## src/rtl/pss_pkg.sv

```systemverilog
package pss_pkg;

    localparam int CODE_W = 4;
    localparam int FAIL_W = 5;
    localparam int TICK_W = 20;

    typedef enum logic [2:0] {
        ST_IDLE,
        ST_UP,
        ST_HOLD,
        ST_RUN,
        ST_DOWN,
        ST_FAULT
    } seq_state_e;

    typedef struct packed {
        logic drive;
        logic reached;
        logic current;
    } rail_dec_t;

    // Delay code to tick count (one tick = 25 us)
    function automatic logic [TICK_W-1:0] code_ticks(input logic [CODE_W-1:0] c);
        logic [TICK_W-1:0] t;
        case (c)
            4'd0:    t = TICK_W'(1);
            4'd1:    t = TICK_W'(20);
            4'd2:    t = TICK_W'(40);
            4'd3:    t = TICK_W'(80);
            4'd4:    t = TICK_W'(120);
            4'd5:    t = TICK_W'(160);
            4'd6:    t = TICK_W'(240);
            4'd7:    t = TICK_W'(320);
            4'd8:    t = TICK_W'(400);
            4'd9:    t = TICK_W'(480);
            4'd10:   t = TICK_W'(1000);
            4'd11:   t = TICK_W'(4000);
            4'd12:   t = TICK_W'(8000);
            4'd13:   t = TICK_W'(16000);
            4'd14:   t = TICK_W'(32000);
            default: t = TICK_W'(64000);
        endcase
        return t;
    endfunction

endpackage

```

## src/rtl/pss_timer.sv

```systemverilog
module pss_timer
    import pss_pkg::*;
#(
    parameter int W = TICK_W
) (
    input  logic         clk,
    input  logic         rst,
    input  logic         tick,
    input  logic         load,
    input  logic [W-1:0] load_val,
    output logic         expire
);

    logic [W-1:0] cnt;

    // Fires on the tick that consumes the last remaining count
    assign expire = tick && (cnt == W'(1));

    always_ff @(posedge clk) begin
        if (rst) begin
            cnt <= '0;
        end else if (load) begin
            cnt <= load_val;
        end else if (tick && cnt != '0) begin
            cnt <= cnt - W'(1);
        end
    end

endmodule

```

## src/rtl/pss_rail_dec.sv

```systemverilog
module pss_rail_dec
    import pss_pkg::*;
#(
    parameter int SLOT_W = 4
) (
    input  logic [SLOT_W-1:0] out_slot,
    input  logic [SLOT_W-1:0] mon_slot,
    input  logic [SLOT_W-1:0] cur_slot,
    input  logic [SLOT_W-1:0] last_slot,
    input  seq_state_e        state,
    output rail_dec_t         dec
);

    logic up_like;
    logic out_ok;
    logic watched;

    always_comb begin
        up_like = (state == ST_UP) || (state == ST_HOLD) || (state == ST_RUN);
        out_ok  = (out_slot != '0) && (out_slot <= last_slot);
        watched = (mon_slot != '0) && (mon_slot <= last_slot);

        dec.drive   = out_ok &&
                      ((up_like && (out_slot <= cur_slot)) ||
                       ((state == ST_DOWN) && (out_slot < cur_slot)));
        dec.reached = watched && (mon_slot <= cur_slot);
        dec.current = watched && (mon_slot == cur_slot);
    end

endmodule

```

## src/rtl/pss_ctrl.sv

```systemverilog
module pss_ctrl
    import pss_pkg::*;
#(
    parameter int NUM_RAILS   = 12,
    parameter int SLOT_W      = 4,
    parameter int RESET_TICKS = 200
) (
    input  logic                          clk,
    input  logic                          rst,
    input  logic                          run,
    input  logic [1:0]                    retry_mode,
    input  logic [CODE_W-1:0]             retry_code,
    input  logic [SLOT_W-1:0]             last_slot,
    input  logic [(NUM_RAILS+1)*CODE_W-1:0] slot_code,
    input  logic [NUM_RAILS*SLOT_W-1:0]   mon_slot,
    input  logic [NUM_RAILS-1:0]          uv_good,
    input  logic [NUM_RAILS-1:0]          reached,
    input  logic [NUM_RAILS-1:0]          current,
    input  logic                          expire,
    output seq_state_e                    state,
    output logic [SLOT_W-1:0]             cur_slot,
    output logic                          load,
    output logic [TICK_W-1:0]             load_val,
    output logic                          fault_o,
    output logic [FAIL_W-1:0]             fail_slot_o
);

    localparam int NUM_SLOTS = NUM_RAILS + 1;

    function automatic logic [CODE_W-1:0] code_at(input logic [SLOT_W-1:0] k,
                                                  input logic [NUM_SLOTS*CODE_W-1:0] codes);
        logic [CODE_W-1:0] r;
        r = '0;
        for (int s = 0; s < NUM_SLOTS; s++) begin
            if (SLOT_W'(s) == k) r = codes[s*CODE_W +: CODE_W];
        end
        return r;
    endfunction

    seq_state_e             state_n;
    logic [SLOT_W-1:0]      cur_n;
    logic [NUM_RAILS-1:0]   armed, armed_n;
    logic [NUM_RAILS-1:0]   fail_vec;
    logic                   fault_q, fault_n;
    logic [FAIL_W-1:0]      fail_q, fail_n;
    logic [FAIL_W-1:0]      lowest;
    logic                   live;

    assign fault_o     = fault_q;
    assign fail_slot_o = fail_q;
    assign live        = (state == ST_UP) || (state == ST_HOLD) || (state == ST_RUN);

    // Rails failing this clock: armed rails that dropped, late rails at slot end
    always_comb begin
        fail_vec = live ? (armed & ~uv_good) : '0;
        if (state == ST_UP && expire) begin
            fail_vec = fail_vec | (current & ~uv_good);
        end
    end

    always_comb begin
        lowest = '1;
        for (int i = 0; i < NUM_RAILS; i++) begin
            if (fail_vec[i] && (FAIL_W'(mon_slot[i*SLOT_W +: SLOT_W]) < lowest)) begin
                lowest = FAIL_W'(mon_slot[i*SLOT_W +: SLOT_W]);
            end
        end
    end

    always_comb begin
        state_n  = state;
        cur_n    = cur_slot;
        load     = 1'b0;
        load_val = '0;
        fault_n  = fault_q;
        fail_n   = fail_q;
        armed_n  = live ? (armed | (reached & uv_good)) : '0;

        case (state)
            ST_IDLE: begin
                if (run) begin
                    state_n  = ST_UP;
                    cur_n    = '0;
                    load     = 1'b1;
                    load_val = code_ticks(code_at('0, slot_code));
                    fault_n  = 1'b0;
                    fail_n   = '0;
                end
            end
            ST_UP, ST_HOLD, ST_RUN: begin
                if (fail_vec != '0) begin
                    state_n  = ST_FAULT;
                    load     = 1'b1;
                    load_val = code_ticks(retry_code);
                    fault_n  = 1'b1;
                    fail_n   = lowest;
                    armed_n  = '0;
                end else if (!run) begin
                    state_n  = ST_DOWN;
                    load     = 1'b1;
                    load_val = code_ticks(code_at(cur_slot, slot_code));
                    armed_n  = '0;
                end else if (expire) begin
                    if (state == ST_UP) begin
                        if (cur_slot == last_slot) begin
                            state_n  = ST_HOLD;
                            load     = 1'b1;
                            load_val = TICK_W'(RESET_TICKS);
                        end else begin
                            cur_n    = cur_slot + SLOT_W'(1);
                            load     = 1'b1;
                            load_val = code_ticks(code_at(cur_slot + SLOT_W'(1), slot_code));
                        end
                    end else if (state == ST_HOLD) begin
                        state_n = ST_RUN;
                    end
                end
            end
            ST_DOWN: begin
                if (expire) begin
                    if (cur_slot == '0) begin
                        state_n = ST_IDLE;
                    end else begin
                        cur_n    = cur_slot - SLOT_W'(1);
                        load     = 1'b1;
                        load_val = code_ticks(code_at(cur_slot - SLOT_W'(1), slot_code));
                    end
                end
            end
            ST_FAULT: begin
                if (retry_mode != 2'b00) begin
                    if (expire) begin
                        if (run) begin
                            state_n  = ST_UP;
                            cur_n    = '0;
                            load     = 1'b1;
                            load_val = code_ticks(code_at('0, slot_code));
                            fault_n  = 1'b0;
                            fail_n   = '0;
                        end else begin
                            state_n = ST_IDLE;
                        end
                    end
                end else if (!run) begin
                    state_n = ST_IDLE;
                end
            end
            default: state_n = ST_IDLE;
        endcase
    end

    always_ff @(posedge clk) begin
        if (rst) begin
            state    <= ST_IDLE;
            cur_slot <= '0;
            armed    <= '0;
            fault_q  <= 1'b0;
            fail_q   <= '0;
        end else begin
            state    <= state_n;
            cur_slot <= cur_n;
            armed    <= armed_n;
            fault_q  <= fault_n;
            fail_q   <= fail_n;
        end
    end

endmodule

```

## src/rtl/pwr_slot_seq.sv

```systemverilog
module pwr_slot_seq
    import pss_pkg::*;
#(
    parameter int NUM_RAILS   = 12,
    parameter int SLOT_W      = 4,
    parameter int RESET_TICKS = 200
) (
    input  logic                              clk,
    input  logic                              rst,
    input  logic                              tick,
    input  logic                              enable_in,
    input  logic                              sw_enable,
    input  logic [NUM_RAILS-1:0]              uv_good,
    input  logic [NUM_RAILS*SLOT_W-1:0]       out_slot,
    input  logic [NUM_RAILS*SLOT_W-1:0]       mon_slot,
    input  logic [(NUM_RAILS+1)*CODE_W-1:0]   slot_code,
    input  logic [SLOT_W-1:0]                 final_slot,
    input  logic [1:0]                        retry_mode,
    input  logic [CODE_W-1:0]                 retry_code,
    output logic [NUM_RAILS-1:0]              en_o,
    output logic                              reset_o,
    output logic                              fault_o,
    output logic [FAIL_W-1:0]                 fail_slot_o
);

    localparam int NUM_SLOTS = NUM_RAILS + 1;
    localparam logic [SLOT_W-1:0] TOP_SLOT = SLOT_W'(NUM_SLOTS - 1);

    seq_state_e          state;
    logic [SLOT_W-1:0]   cur_slot;
    logic [SLOT_W-1:0]   last_slot;
    logic                load;
    logic [TICK_W-1:0]   load_val;
    logic                expire;
    logic                run;
    logic [NUM_RAILS-1:0] reached_v;
    logic [NUM_RAILS-1:0] current_v;
    rail_dec_t           dec_w [NUM_RAILS];

    assign run       = enable_in && sw_enable;
    assign last_slot = (final_slot > TOP_SLOT) ? TOP_SLOT : final_slot;
    assign reset_o   = (state != ST_RUN);

    pss_timer #(.W(TICK_W)) u_timer (
        .clk      (clk),
        .rst      (rst),
        .tick     (tick),
        .load     (load),
        .load_val (load_val),
        .expire   (expire)
    );

    for (genvar g = 0; g < NUM_RAILS; g++) begin : g_rail
        pss_rail_dec #(.SLOT_W(SLOT_W)) u_dec (
            .out_slot  (out_slot[g*SLOT_W +: SLOT_W]),
            .mon_slot  (mon_slot[g*SLOT_W +: SLOT_W]),
            .cur_slot  (cur_slot),
            .last_slot (last_slot),
            .state     (state),
            .dec       (dec_w[g])
        );
        assign en_o[g]      = dec_w[g].drive;
        assign reached_v[g] = dec_w[g].reached;
        assign current_v[g] = dec_w[g].current;
    end

    pss_ctrl #(
        .NUM_RAILS   (NUM_RAILS),
        .SLOT_W      (SLOT_W),
        .RESET_TICKS (RESET_TICKS)
    ) u_ctrl (
        .clk         (clk),
        .rst         (rst),
        .run         (run),
        .retry_mode  (retry_mode),
        .retry_code  (retry_code),
        .last_slot   (last_slot),
        .slot_code   (slot_code),
        .mon_slot    (mon_slot),
        .uv_good     (uv_good),
        .reached     (reached_v),
        .current     (current_v),
        .expire      (expire),
        .state       (state),
        .cur_slot    (cur_slot),
        .load        (load),
        .load_val    (load_val),
        .fault_o     (fault_o),
        .fail_slot_o (fail_slot_o)
    );

endmodule

```

## config.mk

```make
export PLATFORM = sky130hd
export DESIGN_NAME = pwr_slot_seq
export DESIGN_NICKNAME = d
export VERILOG_FILES = /design/src/rtl/pss_pkg.sv /design/src/rtl/pss_timer.sv /design/src/rtl/pss_rail_dec.sv /design/src/rtl/pss_ctrl.sv /design/src/rtl/pwr_slot_seq.sv
export SDC_FILE = /design/constraint.sdc
export NUM_CORES = 1
export LEC_CHECK = 0
export CAP_MARGIN = 20
export CORE_MARGIN = 10
export CORE_UTILIZATION = 52
export CTS_CLUSTER_DIAMETER = 30
export DETAILED_ROUTE_END_ITERATION = 12
export PLACE_DENSITY = 0.8
export SYNTH_ARGS = -nofsm -noshare
export SYNTH_HDL_FRONTEND = slang
export SYNTH_SLANG_ARGS = --single-unit
```

## constraint.sdc

```tcl
create_clock -name clk -period 22.3 [get_ports clk]
set_input_delay 6.69 -clock clk [delete_from_list [all_inputs] [get_ports clk]]
set_output_delay 6.69 -clock clk [all_outputs]
set_load 0.02 [all_outputs]
```

Word-level counts from Yosys, hierarchy flattened
Memory sizes are Yosys's and may differ from the RTL's.
Cells that the tools add are included.
{"block": "totals", "regBits": 45, "latchBits": 0, "ram_bits": 0, "mem_bits_ro": 1440, "in_bits": 175, "out_inout_bits": 19, "word_cells": 453, "n_memories": 6}
{"name": "(name not given)", "words": 16, "word_bits": 15, "rd": 1, "rd_ports_with_merged_regs": 0, "write_ports": 0, "line_no": "pss_pkg.sv:25", "text": "case (c)"}
{"name": "(name not given)", "words": 16, "word_bits": 15, "rd": 1, "rd_ports_with_merged_regs": 0, "write_ports": 0, "line_no": "pss_pkg.sv:25"}
{"name": "(name not given)", "words": 16, "word_bits": 15, "rd": 1, "rd_ports_with_merged_regs": 0, "write_ports": 0, "line_no": "pss_pkg.sv:25"}
{"name": "(name not given)", "words": 16, "word_bits": 15, "rd": 1, "rd_ports_with_merged_regs": 0, "write_ports": 0, "line_no": "pss_pkg.sv:25"}
{"name": "(name not given)", "words": 16, "word_bits": 15, "rd": 1, "rd_ports_with_merged_regs": 0, "write_ports": 0, "line_no": "pss_pkg.sv:25"}
{"name": "(name not given)", "words": 16, "word_bits": 15, "rd": 1, "rd_ports_with_merged_regs": 0, "write_ports": 0, "line_no": "pss_pkg.sv:25"}
{"block": "op_classes", "addsub": 3, "n_mul": 0, "div_mod_pow": 0, "n_lt_le_gt_ge": 73, "n_eq_ne": 73, "n_shift": 0, "muxes": 134, "bitwise_logic": 6, "reduce_logical": 152}
{"cell": "4-bit 2-to-1 mux", "n": 67}
{"cell": "20-bit 2-to-1 mux", "n": 13}
{"cell": "4-bit <= comparator", "n": 48}
{"cell": "1-bit logical AND", "n": 100}
{"cell": "4-bit nonzero test", "n": 25}
{"cell": "5-bit 2-to-1 mux", "n": 16}
{"cell": "20-bit case mux with 4 select lines", "n": 1}
{"cell": "12-bit 2-to-1 mux", "n": 6}
{"cell": "4-bit equality test, first input constant", "n": 15}
{"cell": "4-bit by 5-bit < comparator with 1-bit output", "n": 11}
{"cell": "4-bit equality test", "n": 13}
{"cell": "3-bit by 4-bit equality test with 1-bit output, first input constant", "n": 12}
{"cell": "4-bit < comparator", "n": 12}
{"cell": "12-bit bitwise AND", "n": 3}
{"cell": "3-bit 2-to-1 mux", "n": 12}
{"cell": "2-bit by 4-bit equality test with 1-bit output, first input constant", "n": 6}
{"cell": "12-bit OR", "n": 2}
{"cell": "20-bit by 1-bit equality test with 1-bit output, second input constant", "n": 1}
{"cell": "20-bit nonzero test", "n": 1}
{"cell": "20-bit by 1-bit subtractor with 20-bit output, second input constant", "n": 1}
{"cell": "2-bit by 1-bit inequality test with 1-bit output, second input constant", "n": 8}
{"cell": "4-bit case mux with 4 select lines", "n": 1}
{"cell": "5-bit case mux with 3 select lines", "n": 1}
{"cell": "1-bit logical OR", "n": 14}
{"cell": "other kinds (27)", "n": 52}

Depth between registers and ports, before layout
Gate-level depths: netlist of the first run.
{"block": "depth", "ltp_word": 45, "ltp_mapped": 90, "depth_no_buf": 89}

By module
A second synthesis of the first run with hierarchy kept.
{"block": "hier_totals", "cells_unflattened": 1842, "area_unflattened_um2": 13191.4}
{"module": "pss_ctrl", "instances": 1, "cells_per_inst": 1059, "area_each_um2": 6993.0, "seq_area_each_um2": 500.5}
{"module": "pss_rail_dec", "instances": 12, "cells_per_inst": 53, "area_each_um2": 414.1, "seq_area_each_um2": 0.0}
{"module": "pss_timer", "instances": 1, "cells_per_inst": 141, "area_each_um2": 1192.4, "seq_area_each_um2": 400.4}
{"module": "pwr_slot_seq", "instances": 1, "cells_per_inst": 6, "area_each_um2": 36.3, "seq_area_each_um2": 0.0}

Least setup slack after synthesis of the first run
Ideal clock, no wire load.
{"block": "synth_path", "path_kind": "input to register", "startpoint": "input final_slot[2]", "endpoint": "register u_ctrl.fail_q[1] (netlist: u_ctrl.fail_slot_o[1])", "setup_time_ps": 122, "arrival_ps": 22177, "required_time_ps": 22178, "path_slack_ps": 1, "cell_stages": 83, "path_buffers": 1, "path_cell_list": "buf_1 -> nand2_1 -> nand2_1 -> ha_1 -> inv_1 -> o21ai_0 -> o211ai_1 -> and3_1 -> nor2_1 -> nor2_1 -> ha_1 -> and2_1 -> a21oi_1 -> o31ai_2 -> nor2_1 -> a21oi_1 -> inv_1 -> ha_1 -> [47 not listed] -> ha_1 -> nand2_1 -> o21bai_1 -> o41ai_1 -> mux2_2 -> ha_1 -> a21oi_1 -> nand2_1 -> o41ai_4 -> mux2_4 -> ha_1 -> a21o_1 -> a21oi_1 -> a21oi_1 -> nor3_1 -> a21o_1 -> nand2b_1 -> o21ai_1"}
{"block": "synth_between", "elab_chain_len": 45, "elab_cells_between_ends": 81, "classes_between": "order compare (24); eq/ne (1); mux (16); bitwise (2); reduce/logical (38)"}
{"element": "from (decl)", "line_no": "pwr_slot_seq.sv:17", "text": "input logic [SLOT_W-1:0] final_slot,"}
{"element": "4-bit greater-than comparator", "line_no": "pwr_slot_seq.sv:41", "text": "assign last_slot = (final_slot > TOP_SLOT) ? TOP_SLOT : final_slot;"}
{"element": "4-bit 2-to-1 mux *", "line_no": "pwr_slot_seq.sv:41"}
{"element": "4-bit <= comparator", "line_no": "pss_rail_dec.sv:21", "text": "watched = (mon_slot != '0) && (mon_slot <= last_slot);"}
{"element": "1-bit logical AND", "line_no": "pss_rail_dec.sv:21"}
{"element": "1-bit logical AND", "line_no": "pss_rail_dec.sv:27", "text": "dec.current = watched && (mon_slot == cur_slot);"}
{"element": "12-bit bitwise AND *", "line_no": "pss_ctrl.sv:57", "text": "fail_vec = fail_vec | (current & ~uv_good);"}
{"element": "12-bit OR *", "line_no": "pss_ctrl.sv:57"}
{"element": "12-bit 2-to-1 mux *", "line_no": "pss_ctrl.sv:56", "text": "if (state == ST_UP && expire) begin"}
{"element": "[29 not listed]"}
{"element": "4-bit by 5-bit < comparator with 1-bit output", "line_no": "pss_ctrl.sv:64", "text": "if (fail_vec[i] && (FAIL_W'(mon_slot[i*SLOT_W +: SLOT_W]) < lowest)) begin"}
{"element": "1-bit logical AND", "line_no": "pss_ctrl.sv:64"}
{"element": "5-bit 2-to-1 mux", "line_no": "pss_ctrl.sv:64"}
{"element": "4-bit by 5-bit < comparator with 1-bit output", "line_no": "pss_ctrl.sv:64"}
{"element": "1-bit logical AND", "line_no": "pss_ctrl.sv:64"}
{"element": "5-bit 2-to-1 mux", "line_no": "pss_ctrl.sv:64"}
{"element": "5-bit 2-to-1 mux", "line_no": "pss_ctrl.sv:91", "text": "if (fail_vec != '0) begin"}
{"element": "5-bit case mux with 3 select lines", "line_no": "pss_ctrl.sv:79", "text": "case (state)"}
{"element": "to (signal assigned)", "line_no": "pss_ctrl.sv:164", "text": "fail_q <= fail_n;"}
{"element": "to (decl)", "line_no": "pss_ctrl.sv:45", "text": "logic [FAIL_W-1:0] fail_q, fail_n;"}
Every way passes the cells marked *; elsewhere a longest branch is shown, timed or not. The select of a mux whose other input is x is not followed.
A chain may end at the register's enable or synchronous reset.

Worst setup path after layout of the first run
{"block": "layout_path", "startpoint": "input mon_slot[0]", "endpoint": "register u_ctrl.fail_q[2] (netlist: u_ctrl.fail_slot_o[2])"}
{"block": "layout_between", "elab_chain_len": 43, "elab_cells_between_ends": 49, "classes_between": "order compare (13); eq/ne (2); mux (15); bitwise (2); reduce/logical (17)"}
{"element": "from (decl)", "line_no": "pwr_slot_seq.sv:15", "text": "input logic [NUM_RAILS*SLOT_W-1:0] mon_slot,"}
{"element": "4-bit <= comparator / 4-bit nonzero test (equally long branches)", "line_no": "pss_rail_dec.sv:21"}
{"element": "1-bit logical AND", "line_no": "pss_rail_dec.sv:21"}
{"element": "1-bit logical AND", "line_no": "pss_rail_dec.sv:27"}
{"element": "12-bit bitwise AND", "line_no": "pss_ctrl.sv:57"}
{"element": "12-bit OR", "line_no": "pss_ctrl.sv:57"}
{"element": "12-bit 2-to-1 mux", "line_no": "pss_ctrl.sv:56"}
{"element": "1-bit logical AND", "line_no": "pss_ctrl.sv:64"}
{"element": "5-bit 2-to-1 mux", "line_no": "pss_ctrl.sv:64"}
{"element": "[27 not listed]"}
{"element": "4-bit by 5-bit < comparator with 1-bit output", "line_no": "pss_ctrl.sv:64"}
{"element": "1-bit logical AND", "line_no": "pss_ctrl.sv:64"}
{"element": "5-bit 2-to-1 mux", "line_no": "pss_ctrl.sv:64"}
{"element": "4-bit by 5-bit < comparator with 1-bit output", "line_no": "pss_ctrl.sv:64"}
{"element": "1-bit logical AND", "line_no": "pss_ctrl.sv:64"}
{"element": "5-bit 2-to-1 mux", "line_no": "pss_ctrl.sv:64"}
{"element": "5-bit 2-to-1 mux", "line_no": "pss_ctrl.sv:91"}
{"element": "5-bit case mux with 3 select lines", "line_no": "pss_ctrl.sv:79"}
Parallel ways exist; a longest one is shown, timed or not. The select of a mux whose other input is x is not followed.

==> results.cfg, run 1 <==
[run_status]
status = finished, final reports clean

[sta]
setup_slack_ns = 0.5288
finalCritPeriodShare_pct = 97.63
drv_slew = 0
clock.fmax_mhz = 45.93
worst_hold_slack_ns = 0.4673
min_period_ns = 21.77
relSlewSlack_pct = 28.85
worstMarginPinSlew_ns = 1.067
tns_ns = 0
finClkSkew_ns = 0.009184
hold_violations = 0
setup_viol = 0

[layout]
syn_to_final_growth_pct = 22.18
seqCellArea_um2 = 900.9
fin_cells = 2274
fillers = 2182
layout_common_cells = 224 x ha_1, 186 x clkdlybuf4s50_1, 177 x nor2_1
final_nets = 2354
multi_input_area_mm2 = 0.01126
design_area_mm2 = 0.01541
final_common_cell = ha_1
drive_above_1_share_pct = 8.653

[placed_design]
gp_congestion = 0.9856
dp_cells = 2259
port_buffers = 193
place_ws_ns = -0.5950
dp_hpwl_um = 34130
placed_area_mm2 = 0.01502

[synth]
synth.avg_cell_area_um2 = 7.105
synth_edf_count = 0
synth-async-reset-ratio_pct = 0
synth_nets = 2177
ys_top_cells_by_area = ha_1 23%, dfxtp_1 7.1%, a21oi_1 6.3%
synth_top_cell_by_area = ha_1
seq_area_frac_synth_pct = 7.144
synth_top_cell_area_share_pct = 22.52
syn_area_mm2 = 0.01261
ys_warn_count = 0
synth_cell_types = 101
ys_ff_latch = 45
postSynthCellCount = 1775
synth-main-ff-cell = dfxtp_1

[setup_path]
critPathArrivalTime_ns = 21.96
r2r_cells = 77
slowest_delay_ns = 0.54
end_kind = register
crit_type = in2reg
cpMaxStageDelayCell = or4b_4
reg2reg_slack_ns = 6.36
cpMostUsedCell = ha_1
r2r_end = u_ctrl.fail_slot_o[2]
cp.required_ns = 22.49
cp_max_fo = 5
r2r-start = u_ctrl.state[1]
worstSetupStartpointType = input port

[cts]
cts_buffers = 5
clk_latency_ns = 0.30
cts_tree = done
cts.sinks = 45
cts_hold_buf = 0
htree_levels = 2
cts-root-buf = clkbuf_16
clk_pin_slew_ns = 0.07
clock_path_buffers = 2

[floorplanning]
num_rows = 56
coreArea_mm2 = 0.02368
dieWidth_um = 175.7
num_io_pins = 194
die_y_um = 175.7
die_area_mm2 = 0.03088
initial_core_util_pct = 53.25

[power_and_ir_drop]
irDropWorstVdd_v = 0.00003749
internal_power_mw = 0.4216
switching_share_pct = 53.23
cellPowerDensity_mw_per_mm2 = 58.49
power.share.clock_pct = 8.7
leakagePower_nw = 6.337
switchingPower_mw = 0.4797
pwr-share-seq_pct = 13.5
combPwrFrac_pct = 77.7

[hold_path]
hold_depth = 2
hold_path_class = reg2reg
hp-start = u_ctrl.armed[1]
holdPathEnd = u_ctrl.armed[1]

[routing]
drtIter0Drc = 1355
routed_wl_um = 44690
ant_nets = 0
wl_per_cell_um = 19.65
drc = 0
via_per_inst = 6.545
vias = 14880
drtPass1Iterations = 6

[global_route]
grtUsageTotal_pct = 26.73
antenna_found_initial = 4
grt_overflow = 0
grt_pass1_vias = 14170
grt_max_degree = 50
grt_pass1_wl_um = 70280

[flow_run]
cap_violations = 0
flip-flops by register name (all words and copies together) (netlist names):
name / count
u_ctrl.cur_slot: 4
u_ctrl.fail_slot_o: 5
u_ctrl.state: 3
u_timer.cnt: 20
u_ctrl.fault_o: 1
u_ctrl.armed: 12
layer usage:
metal	GRT usage (%)	part of all wire, %	wire length, um	up-vias
met1	33.44	42	18910	6936
met5	0	0.076	34	-
li1	-	-	-	7112
met3	5.254	8.4	3752	114
met2	44.60	46	20560	718
met4	9.325	3.2	1431	4
area by class of cell:
type / instances / area share, %
multi-input cells: 1560 / 73.08
inverters: 94 / 2.290
flip-flops and latches: 45 / 5.847
repair buffers: 246 / 15.21
well taps: 319 / 2.590
clock buffers: 5 / 0.8120
diodes: 2 / 0.03248
clock inverters: 3 / 0.1380
how the worst max path moves through the flow:
stage / to / depth (start not counted) / slack (ns) / start
2_1_floorplan: u_ctrl.fail_slot_o[1] / 83 / 0.001 / final_slot[2]
3_3_place_gp: u_ctrl.fail_slot_o[1] / 86 / 0.02 / final_slot[3]
3_5_place_dp: u_ctrl.fail_slot_o[1] / 86 / -0.59 / final_slot[3]
4_1_cts: u_ctrl.fail_slot_o[1] / 84 / 0.006 / final_slot[2]
5_1_grt: u_ctrl.fail_slot_o[2] / 80 / -0.17 / mon_slot[0]
6_report: u_ctrl.fail_slot_o[2] / 80 / 0.53 / mon_slot[0]
power groups by stage:
| stage | combinational, mW | clock [mW] | sequential, mW |
|---|---|---|---|
| floorplan | 0.487 | 0 | 0.115 |
| global placement | 0.661 | 0 | 0.122 |
| detailed placement | 0.679 | 0 | 0.123 |
| CTS | 0.683 | 0.0793 | 0.122 |
| global route | 0.772 | 0.0828 | 0.125 |
| finish | 0.700 | 0.0788 | 0.122 |
cell families (layout without fill, tap and decap cells):
family	count (synthesis)	count (layout)	share of synthesized area (%)
xor+xnor	39	39	2.709
flops	45	45	7.144
mux	33	33	2.917
fa+ha+maj	245	245	23.95
compound gates	603	603	32.47
buf+inv	170	348	5.129
simple gates	640	640	25.68
other cells	0	2	0
repair_timing:
action | 4_1_cts | 5_1_grt
pin swaps | 0 | 10
endpoints found under the setup margin | 4 | 4
setup buffers | 0 | 5
resized for setup | 7 | 48
cells in the mapped netlist, types with 5 or more instances:
cell type  instances
xnor2_1           27
a21o_1            19
o31a_1             5
nand2b_1          27
a31oi_1           30
o21ai_1           11
a41oi_1            8
and4_1             7
ha_1             227
mux2i_1           24
a221oi_1          20
nor2_1           179
nor3_1            53
a31o_2             6
o22ai_1           21
maj3_1            18
inv_1             92
or2_2             14
nand3b_1           9
o31ai_1           10
a222oi_1           5
and2_1            16
a22oi_1           38
nand2_1          136
nand4_1           26
nand3_1           43
o21ai_0          104
o2111ai_1         13
mux2_2             6
nor4_1            31
a21oi_1          158
a32oi_1           17
o21a_1            27
buf_1              9
and3_1            13
nor2b_1           43
a221o_1            5
clkbuf_1          65
nor3b_1            8
a211oi_1          26
o211ai_1          14
dfxtp_1           45
or3_1             11
xor2_1            12
critical path: cells and delay by family:
family                     cells  cell delay, ns
AOI/OAI and AO/OA             33            5.25
adders and majority gates     12            3.28
buffers and inverters         10            1.15
muxes                          7            2.20
and+or+nand+nor               18            3.37
through the flow:
step	power, mW	util [%]
final	0.9013	65.06
after global routing	0.9798	65.05
after floorplan	0.6017	-
after global placement	0.7837	63.40
after detailed placement	0.8022	63.40
after CTS	0.8841	64.11
No activity file was read; power rests on OpenSTA's default activity.
==> run 2: changes to the inputs <==
--- a/config.mk
+++ b/config.mk
@@ -7,10 +7,11 @@
 export LEC_CHECK = 0
 export CAP_MARGIN = 20
 export CORE_MARGIN = 10
-export CORE_UTILIZATION = 52
+export CORE_UTILIZATION = 45
 export CTS_CLUSTER_DIAMETER = 30
 export DETAILED_ROUTE_END_ITERATION = 12
-export PLACE_DENSITY = 0.8
+export PLACE_DENSITY = 0.71
+export SKIP_CTS_REPAIR_TIMING = 1
 export SYNTH_ARGS = -nofsm -noshare
 export SYNTH_HDL_FRONTEND = slang
 export SYNTH_SLANG_ARGS = --single-unit
==> constraint.sdc (replaced) <==
create_clock -name clk -period 17.66 [get_ports clk]
set_input_delay 5.298 -clock clk [delete_from_list [all_inputs] [get_ports clk]]
set_output_delay 5.298 -clock clk [all_outputs]
set_load 0.02 [all_outputs]
==> run 2 against run 1 <==
Register-to-register slack lost 4.1 ns. Cell count grew 9.9%. Total power grew 31%. Hold slack gained 0.012 ns. Flip-flop and latch count is the same. Clock skew shrank 0.0027 ns. Clock-buffer cell count is the same. Routed wire length grew 7.3%. The flow now finishes with violations (negative setup slack). Sequential share of layout area shrank 0.58 points. Critical path depth grew 11.
==> results.cfg, run 2 (synthesis gave the netlist of run 1 again) <==
[global_route]
grt_pass1_vias = 14570
grt_pass1_wl_um = 75690
grt_overflow = 0
grt_max_degree = 50
antenna_found_initial = 1
grtUsageTotal_pct = 25.30

[setup_path]
crit_buf_inv = 15
cpMaxStageDelayCell = or4_4
cp.required_ns = 17.85
crit_type = in2reg
cp_max_fo = 5
critPathArrivalTime_ns = 19.49
worstSetupStartpointType = input port
end_kind = register
slowest_delay_ns = 0.48
cpMostUsedCell = ha_4
cp_top_family = compound AO/OA/AOI/OAI gates

[power_and_ir_drop]
internal_power_mw = 0.5607
irDropWorstVdd_v = 0.00005728
switching_share_pct = 52.41
cellPowerDensity_mw_per_mm2 = 68.82
combPwrFrac_pct = 77.2
power.share.clock_pct = 9.7
pwr-share-seq_pct = 13.1
leakagePower_nw = 7.209
switchingPower_mw = 0.6174

[flow_run]
cap_violations = 0

[layout]
final_common_cell = buf_4
diodes = 0
layout_common_cells = 217 x buf_4, 213 x ha_1, 184 x clkdlybuf4s50_1
design_area_mm2 = 0.01712
largest_register_ffs = 20
drive_above_1_share_pct = 17.82
final_nets = 2522
top_register = u_timer.cnt
fin_util_pct = 61.79
syn_to_final_growth_pct = 35.75

[sta]
setup_slack_ns = -1.639
worst_hold_slack_ns = 0.4794
min_period_ns = 19.30
drv_slew = 0
clock.fmax_mhz = 51.82
finClkSkew_ns = 0.006526
worstMarginPinSlew_ns = 1.169
setup_viol = 4
hold_violations = 0
rsz0062_at_grt = true
relSlewSlack_pct = 22.05
finalCritPeriodShare_pct = 109.3
tns_ns = -6.228

[placed_design]
place_ws_ns = -2.209
placed_area_mm2 = 0.01649
gp_congestion = 0.9547
port_buffers = 193
dp_hpwl_um = 37120

[routing]
drc = 0
wl_per_cell_um = 19.19
routed_wl_um = 47950
drtPass1Iterations = 6
vias = 15310
via_per_inst = 6.128
drtIter0Drc = 1265
ant_nets = 0

[cts]
clk_pin_slew_ns = 0.07
cts_buffers = 5
cts.sinks = 45
clk_latency_ns = 0.30
htree_levels = 2
clock_path_buffers = 2
cts-root-buf = clkbuf_16
cts_tree = done

[floorplanning]
initial_core_util_pct = 45.52
coreArea_mm2 = 0.02771
num_io_pins = 194
dieWidth_um = 187.4
die_area_mm2 = 0.03512
die_y_um = 187.4
num_rows = 61

[run_status]
violations = negative setup slack
status = finished with violations

[hold_path]
hold_path_class = reg2reg
run 2: final cells by class:
cell class	count	area (um^2)
flip-flops and latches	45	900.9
well taps	378	473.0
clock buffers	5	125.1
inverters	94	360.3
repair buffers	414	3618
fillers	2456	10590
clock inverters	3	46.29
multi-input cells	1560	11590
run 2: metrics by stage:
step,power (mW),cells
after floorplan,0.7644,1775
after global placement,1.016,2464
after detailed placement,1.038,2464
after CTS,1.156,2472
after global routing,1.282,2499
final,1.178,2499
run 2: worst min-delay path, cell delays in order (launching register included):
cell and delay, ns:
dfxtp_1 0.33, a31oi_1 0.04, nor2_1 0.07
run 2: layer usage:
| layer | GRT usage, % | routed length (um) | vias to the layer above |
|---|---|---|---|
| li1 | - | - | 7456 |
| met1 | 34.17 | 21720 | 7143 |
| met2 | 40.44 | 21380 | 629 |
| met3 | 3.915 | 3678 | 84 |
| met4 | 7.538 | 1154 | 2 |
| met5 | 0 | 11 | - |
run 2: worst paths after layout:
path | depth (start not counted) | slack (ns) | endpoint | start
hold reg to reg | 2 | 0.48 | u_ctrl.armed[3] | u_ctrl.armed[3]
setup reg to reg | 87 | 2.30 | u_ctrl.fail_slot_o[3] | u_ctrl.cur_slot[3]
setup / recovery | 91 | -1.64 | u_ctrl.fail_slot_o[3] | final_slot[3]
hold / removal | 2 | 0.48 | u_ctrl.armed[3] | u_ctrl.armed[3]
run 2: power by group through the flow:
stage                     Clock [mW]  Combinational, mW  Sequential, mW
after detailed placement           0              0.883           0.156
after floorplan                    0              0.619           0.145
final                          0.115              0.909           0.154
after global placement             0              0.861           0.154
after CTS                      0.114              0.889           0.153
after global routing           0.118               1.01           0.158
